$ cat src/rtl/mdio_pkg.sv
package mdio_pkg;

    localparam int FRAME_BITS = 64;
    localparam int DATA_W     = 16;
    localparam int ADDR_W     = 5;
    localparam int OP_W       = 2;

    localparam logic [OP_W-1:0] OP_READ   = 2'b10;
    localparam logic [OP_W-1:0] OP_WRITE  = 2'b01;
    localparam logic [1:0]      START_SEQ = 2'b01;
    localparam logic [1:0]      TURN_WR   = 2'b10;

    // bit positions within the frame, counted from the first preamble bit
    localparam logic [5:0] IDX_TURN = 6'd46;
    localparam logic [5:0] IDX_DATA = 6'd48;
    localparam logic [5:0] IDX_LAST = 6'd63;

    typedef enum logic [1:0] {
        ST_IDLE,
        ST_FRAME,
        ST_HOLD,
        ST_RESP
    } mdio_state_e;

    typedef struct packed {
        logic [OP_W-1:0]   op;
        logic [ADDR_W-1:0] phy;
        logic [ADDR_W-1:0] regad;
        logic [DATA_W-1:0] wdata;
    } mdio_req_t;

    function automatic logic [FRAME_BITS-1:0] build_frame(mdio_req_t r);
        return {32'hFFFF_FFFF, START_SEQ, r.op, r.phy, r.regad, TURN_WR, r.wdata};
    endfunction

endpackage

$ cat src/rtl/mdio_mdc_gen.sv
module mdio_mdc_gen #(
    parameter int HALF         = 20,
    parameter bit IDLE_MDC_RUN = 1'b0
) (
    input  logic clk,
    input  logic rst_n,
    input  logic run,
    output logic mdc,
    output logic rise_stb,
    output logic fall_stb
);
    localparam int CNT_W = $clog2(HALF) + 1;
    localparam logic [CNT_W-1:0] CNT_TOP = CNT_W'(HALF - 1);

    typedef struct packed {
        logic [CNT_W-1:0] cnt;
        logic             mdc;
    } gen_t;

    gen_t gen_d, gen_q;
    logic tick;

    always_comb begin
        gen_d = gen_q;
        tick  = 1'b0;
        if (!run && !IDLE_MDC_RUN && gen_q.mdc) begin
            gen_d.cnt = '0;
        end else if (gen_q.cnt == CNT_TOP) begin
            gen_d.cnt = '0;
            gen_d.mdc = ~gen_q.mdc;
            tick      = 1'b1;
        end else begin
            gen_d.cnt = gen_q.cnt + 1'b1;
        end
    end

    always_ff @(posedge clk or negedge rst_n) begin
        if (!rst_n) begin
            gen_q.cnt <= '0;
            gen_q.mdc <= 1'b1;
        end else begin
            gen_q <= gen_d;
        end
    end

    assign mdc      = gen_q.mdc;
    assign rise_stb = tick & ~gen_q.mdc;
    assign fall_stb = tick &  gen_q.mdc;

endmodule

$ cat src/rtl/mdio_rx_shift.sv
module mdio_rx_shift #(
    parameter int W = 16
) (
    input  logic         clk,
    input  logic         rst_n,
    input  logic         clear,
    input  logic         shift_en,
    input  logic         din,
    output logic [W-1:0] data
);
    logic [W-1:0] sh_d, sh_q;

    always_comb begin
        sh_d = sh_q;
        if (clear) begin
            sh_d = '0;
        end else if (shift_en) begin
            sh_d = {sh_q[W-2:0], din};
        end
    end

    always_ff @(posedge clk or negedge rst_n) begin
        if (!rst_n) begin
            sh_q <= '0;
        end else begin
            sh_q <= sh_d;
        end
    end

    assign data = sh_q;

endmodule

$ cat src/rtl/mdio_master.sv
module mdio_master
    import mdio_pkg::*;
#(
    parameter int CLK_HZ       = 100_000_000,
    parameter int MDC_HZ       = 2_500_000,
    parameter bit IDLE_MDC_RUN = 1'b0
) (
    input  logic        clk,
    input  logic        rst_n,
    input  logic        req_valid,
    output logic        req_ready,
    input  logic [1:0]  req_op,
    input  logic [4:0]  req_phy,
    input  logic [4:0]  req_reg,
    input  logic [15:0] req_wdata,
    output logic        rsp_valid,
    input  logic        rsp_ready,
    output logic [15:0] rsp_rdata,
    output logic        mdc,
    output logic        mdio_o,
    output logic        mdio_oe,
    input  logic        mdio_i
);
    localparam int RATIO = CLK_HZ / MDC_HZ;
    localparam int HALF  = (RATIO / 2 < 2) ? 2 : RATIO / 2;

    typedef struct packed {
        mdio_state_e state;
        mdio_req_t   req;
        logic [5:0]  idx;
        logic        started;
        logic        out;
        logic        oe;
    } ctl_t;

    ctl_t ctl_d, ctl_q;

    logic                  run;
    logic                  rise_stb;
    logic                  fall_stb;
    logic                  cap_clr;
    logic                  cap_en;
    logic                  is_rd;
    logic [5:0]            nxt_idx;
    logic [FRAME_BITS-1:0] frame;

    mdio_mdc_gen #(
        .HALF         (HALF),
        .IDLE_MDC_RUN (IDLE_MDC_RUN)
    ) u_mdc (
        .clk      (clk),
        .rst_n    (rst_n),
        .run      (run),
        .mdc      (mdc),
        .rise_stb (rise_stb),
        .fall_stb (fall_stb)
    );

    mdio_rx_shift #(
        .W (DATA_W)
    ) u_rx (
        .clk      (clk),
        .rst_n    (rst_n),
        .clear    (cap_clr),
        .shift_en (cap_en),
        .din      (mdio_i),
        .data     (rsp_rdata)
    );

    always_comb begin
        ctl_d   = ctl_q;
        cap_clr = 1'b0;
        cap_en  = 1'b0;
        run     = (ctl_q.state == ST_FRAME);
        is_rd   = (ctl_q.req.op == OP_READ);
        frame   = build_frame(ctl_q.req);
        nxt_idx = ctl_q.started ? ctl_q.idx + 6'd1 : 6'd0;

        unique case (ctl_q.state)
            ST_IDLE: begin
                if (req_valid) begin
                    ctl_d.state     = ST_FRAME;
                    ctl_d.req.op    = req_op;
                    ctl_d.req.phy   = req_phy;
                    ctl_d.req.regad = req_reg;
                    ctl_d.req.wdata = req_wdata;
                    ctl_d.idx       = '0;
                    ctl_d.started   = 1'b0;
                    cap_clr         = 1'b1;
                end
            end
            ST_FRAME: begin
                if (fall_stb) begin
                    ctl_d.idx     = nxt_idx;
                    ctl_d.started = 1'b1;
                    ctl_d.out     = frame[IDX_LAST - nxt_idx];
                    ctl_d.oe      = !(is_rd && (nxt_idx >= IDX_TURN));
                end else if (rise_stb && ctl_q.started) begin
                    cap_en = is_rd && (ctl_q.idx >= IDX_DATA);
                    if (ctl_q.idx == IDX_LAST) begin
                        ctl_d.state = ST_HOLD;
                    end
                end
            end
            ST_HOLD: begin
                ctl_d.oe    = 1'b0;
                ctl_d.out   = 1'b1;
                ctl_d.state = is_rd ? ST_RESP : ST_IDLE;
            end
            ST_RESP: begin
                if (rsp_ready) begin
                    ctl_d.state = ST_IDLE;
                end
            end
            default: ctl_d.state = ST_IDLE;
        endcase
    end

    always_ff @(posedge clk or negedge rst_n) begin
        if (!rst_n) begin
            ctl_q.state   <= ST_IDLE;
            ctl_q.req     <= '0;
            ctl_q.idx     <= '0;
            ctl_q.started <= 1'b0;
            ctl_q.out     <= 1'b1;
            ctl_q.oe      <= 1'b0;
        end else begin
            ctl_q <= ctl_d;
        end
    end

    assign req_ready = (ctl_q.state == ST_IDLE);
    assign rsp_valid = (ctl_q.state == ST_RESP);
    assign mdio_o    = ctl_q.out;
    assign mdio_oe   = ctl_q.oe;

endmodule

$ cat config.mk
export PLATFORM = sky130hd
export DESIGN_NAME = mdio_master
export DESIGN_NICKNAME = d
export VERILOG_FILES = /design/src/rtl/mdio_pkg.sv /design/src/rtl/mdio_mdc_gen.sv /design/src/rtl/mdio_rx_shift.sv /design/src/rtl/mdio_master.sv
export SDC_FILE = /design/constraint.sdc
export NUM_CORES = 1
export LEC_CHECK = 0
export BUFFER_PORTS_ARGS = -buffer_cell sky130_fd_sc_hd__buf_2
export CAP_MARGIN = 20
export CORE_MARGIN = 10
export CORE_UTILIZATION = 50
export CTS_CLUSTER_DIAMETER = 50
export DETAILED_ROUTE_END_ITERATION = 6
export PLACE_DENSITY_LB_ADDON = 0.2
export SYNTH_ARGS = -nofsm -noshare
export SYNTH_HDL_FRONTEND = slang
export SYNTH_SLANG_ARGS = --single-unit
$ cat constraint.sdc
create_clock -name clk -period 1.6 [get_ports clk]
set_clock_uncertainty 0.05 [all_clocks]
set_input_delay 0.08 -clock clk [delete_from_list [all_inputs] [get_ports clk]]
set_output_delay 0.08 -clock clk [all_outputs]
set_load 0.005 [all_outputs]
==> run metrics <==
outcome=finished with violations; failing checks=setup timing; die span in x=96.8 um; Reg2Reg Depth=7; Vias/cell=5.34; Worst path max stage delay=0.51 ns; Ant. Diodes=0; total track usage=15.6%; Mapped Cells=280; clk slew on worst S/H paths=~0.07 ns; Inserted Clock Buffers=9; # setup viols final=19; vias in the first global route=2,549; global-route wire length before repair=12,200 um; arrival time at the worst endpoint=1.92 ns; DRT antenna net count=0; hold_sp=rsp_ready; final worst path period need=between 1.5 and 2 ns; DRT iter0 DRCs=176; Max Freq=594 MHz; fin crit share=105%; Worst Hold Class=in2reg; Area Growth Syn to Fin=43.3%; Min Hold Slack=between 0.06 and 0.07 ns; slew at the pin closest to its max-slew limit=~0.43 ns; critical path fanouts, max=5; clk root buf=clkbuf_8; top-count cell post-synth=dfrtp_1; CP Capture Type=register; Pwr Total=0.00548 W; RR Startpoint=ctl_q[5]$_DFFE_PN0P_; number of detailed-route iterations in the first pass=4; Sw Pwr=0.00175 W; worst-path cell chain=buf_12 > xnor2_4 > a211oi_1 > o21ai_1 > o211ai_1 > nand4b_1 > and3_1; slowest CP cell=dfrtp_2; setup ws final=-0.0824 ns; pwr dens=approximately 1300 nW/um2; Clk pwr share=24.5%; Final #Nets=428; H-tree depth=3; Hold EP=ctl_q[38]$_DFFE_PN0P_; largest net degree at the start of global routing=63; WL met3=490 um; grt ovf=0; maximum clock path buffer count=2; R2R Path End=mdio_o$_DFFE_PN1P_; final wirelength=7700 um; maxcap violations=0; FF+latch count, synth=just over 60; utilization after layout=between 70% and 80%; leading post-synthesis cells by cell area=dfrtp_1 (51%), mux2_1 (10%), nand2_1 (6.6%); chip height=between 90 and 100 um; row cnt=27; Initial Util=52.6%; TritonCTS Sinks=62; Static Leakage=slightly below 2 nW; core area=~5600 um2; Seq pwr share=45.0%; Max rail drop VDD=roughly 0.95 mV; CP Class=reg2reg; Routed WL per cell=16.4 um; final hold vios=0; Post-synth EDFFs=0; die area=9370 um2; ys async rst share=100%; max-slew violation count=0; met2 wire len=3870 um; sequential fraction of the synthesis area=about 53%; hold path depth=4; Placement Setup Slack=-0.0961 ns; critical path startpoint category=register; share of layout cells above drive strength 1=34.4%; Gate power share=a little under a third; Warnings, synthesis=0; I/O pins=54; max layer used=met4; CTS tree=done; PortBufs=53; ys flop type=dfrtp_1; dominant cell type by area after synthesis=dfrtp_1; # DRC=0; Max-Slew Margin vs Limit=71.2%; clk_lat worst skew=around 0.35 ns; Worst R2R Setup Slack=-0.08 ns; synthesized area=2950 um2; internal power=0.00372 W; Netlist cell types=48; Avg Inst Size Synth=10.5 um2; Worst Path Required=1.84 ns; syn_nets=315; Post-Route M1 WL=3220 um; RSZ-0062 raised after global routing=yes; via count=2,511; initial antenna violation count=0; most frequent cells after synthesis=dfrtp_1 (60), nand2_1 (52), mux2_1 (27); Synth top area share=50.9%; Switching Fraction=32.0%; Routability Congestion=0.905; DP HPWL=between 4000 and 5000 um; setup TNS=-0.650 ns
==> stage by stage <==
stage                     area, um2  instances
after CTS                      4090        465
after global routing           4230        470
after global placement         3440        417
after detailed placement       3440        417
final                          4230        470
after floorplan                2950        280
==> worst max path at each step <==
stage / endpoint / slack [ns] / start / cells after the start
finish: mdio_o$_DFFE_PN1P_ / -0.08 / ctl_q[5]$_DFFE_PN0P_ / 7
global route: mdio_o$_DFFE_PN1P_ / -0.17 / ctl_q[3]$_DFFE_PN0P_ / 7
CTS: mdio_oe$_DFFE_PN0P_ / -0.06 / ctl_q[3]$_DFFE_PN0P_ / 7
detailed placement: mdio_o$_DFFE_PN1P_ / -0.1 / ctl_q[3]$_DFFE_PN0P_ / 7
global placement: mdio_o$_DFFE_PN1P_ / -0.07 / ctl_q[4]$_DFFE_PN0P_ / 6
floorplan: mdio_o$_DFFE_PN1P_ / -0.008 / ctl_q[4]$_DFFE_PN0P_ / 8
==> timing repair <==
action	in CTS	in global routing
pin swaps	12	9
hold endpoints to repair	91	0
cloned	1	2
hold buffers	30	0
endpoints found under the setup margin	2	23
gates resized for setup	24	13
setup buffers	1	3
==> power by group through the flow <==
stage | logic, W | registers [W] | clock network (W)
after floorplan | 0.000943 | 0.00234 | 0
after global placement | 0.00138 | 0.00243 | 0
after detailed placement | 0.00143 | 0.00245 | 0
after CTS | 0.00159 | 0.00245 | 0.00136
after global routing | 0.00186 | 0.00253 | 0.00143
final | 0.00167 | 0.00247 | 0.00134
==> area by class of cell <==
cell class                 instances  area, um2
timing repair buffer             119        945
tap                               72       90.1
inverter                           5       18.8
multi-input combinational        196       1430
clock buffer                      16        190
sequential                        62       1560
fill                             395       1380
==> placed cells by master, fill, tap and decap left out, types with 2 or more instances in the layout <==
cell type / netlist / routed
dfrtp_1: 60 / 59
buf_2: 5 / 53
nand2_1: 52 / 46
dlygate4sd3_1: 0 / 30
mux2_1: 27 / 27
buf_4: 6 / 26
o21ai_1: 21 / 18
nand3_1: 16 / 16
clkbuf_8: 0 / 13
nor2_1: 13 / 12
nand2_2: 0 / 6
inv_1: 5 / 5
and3_1: 5 / 5
nand4_1: 5 / 5
o21ai_0: 6 / 5
buf_12: 0 / 5
nor2b_1: 4 / 4
xnor2_1: 4 / 3
o211ai_1: 3 / 3
o21ai_2: 0 / 3
clkbuf_1: 2 / 3
buf_6: 4 / 3
xor2_1: 4 / 2
o31ai_2: 1 / 2
xor2_4: 0 / 2
nor2_4: 0 / 2
a21oi_1: 2 / 2
nand4b_1: 2 / 2
clkbuf_16: 0 / 2
dfstp_2: 2 / 2
==> logic make-up (layout without fill, tap and decap cells) <==
group / count (synthesis) / count (layout) / share of synthesized area [%]
fa+ha+maj: 2 / 2 / 0.848
flops: 62 / 62 / 52.7
buf+inv: 22 / 140 / 4.79
xor+xnor: 9 / 9 / 2.93
mux: 30 / 30 / 11.5
simple gates: 111 / 111 / 18.1
compound gates: 44 / 44 / 9.12
==> critical path: cells and delay by family (launching register included) <==
family	cells	cell delay, ns
AOI/OAI and AO/OA	3	0.45
xor gates and xnor gates	1	0.17
buffers and inverters	1	0.17
DFF	1	0.51
and+or+nand+nor	2	0.27
==> per-layer routing <==
layer	track usage, %	vias to the layer above
li1	-	1196
met1	18.8	1232
met2	24.4	70
met3	6.53	13
met4	5.64	0
met5	0	-
==> state kept, by name, indices dropped and copies added, names as in the netlist <==
register / cells
mdio_o: 1
u_rx.data: 16
u_mdc.gen_q: 6
mdio_oe: 1
ctl_q: 37
u_mdc.mdc: 1
(Power assumes the default switching activity.)
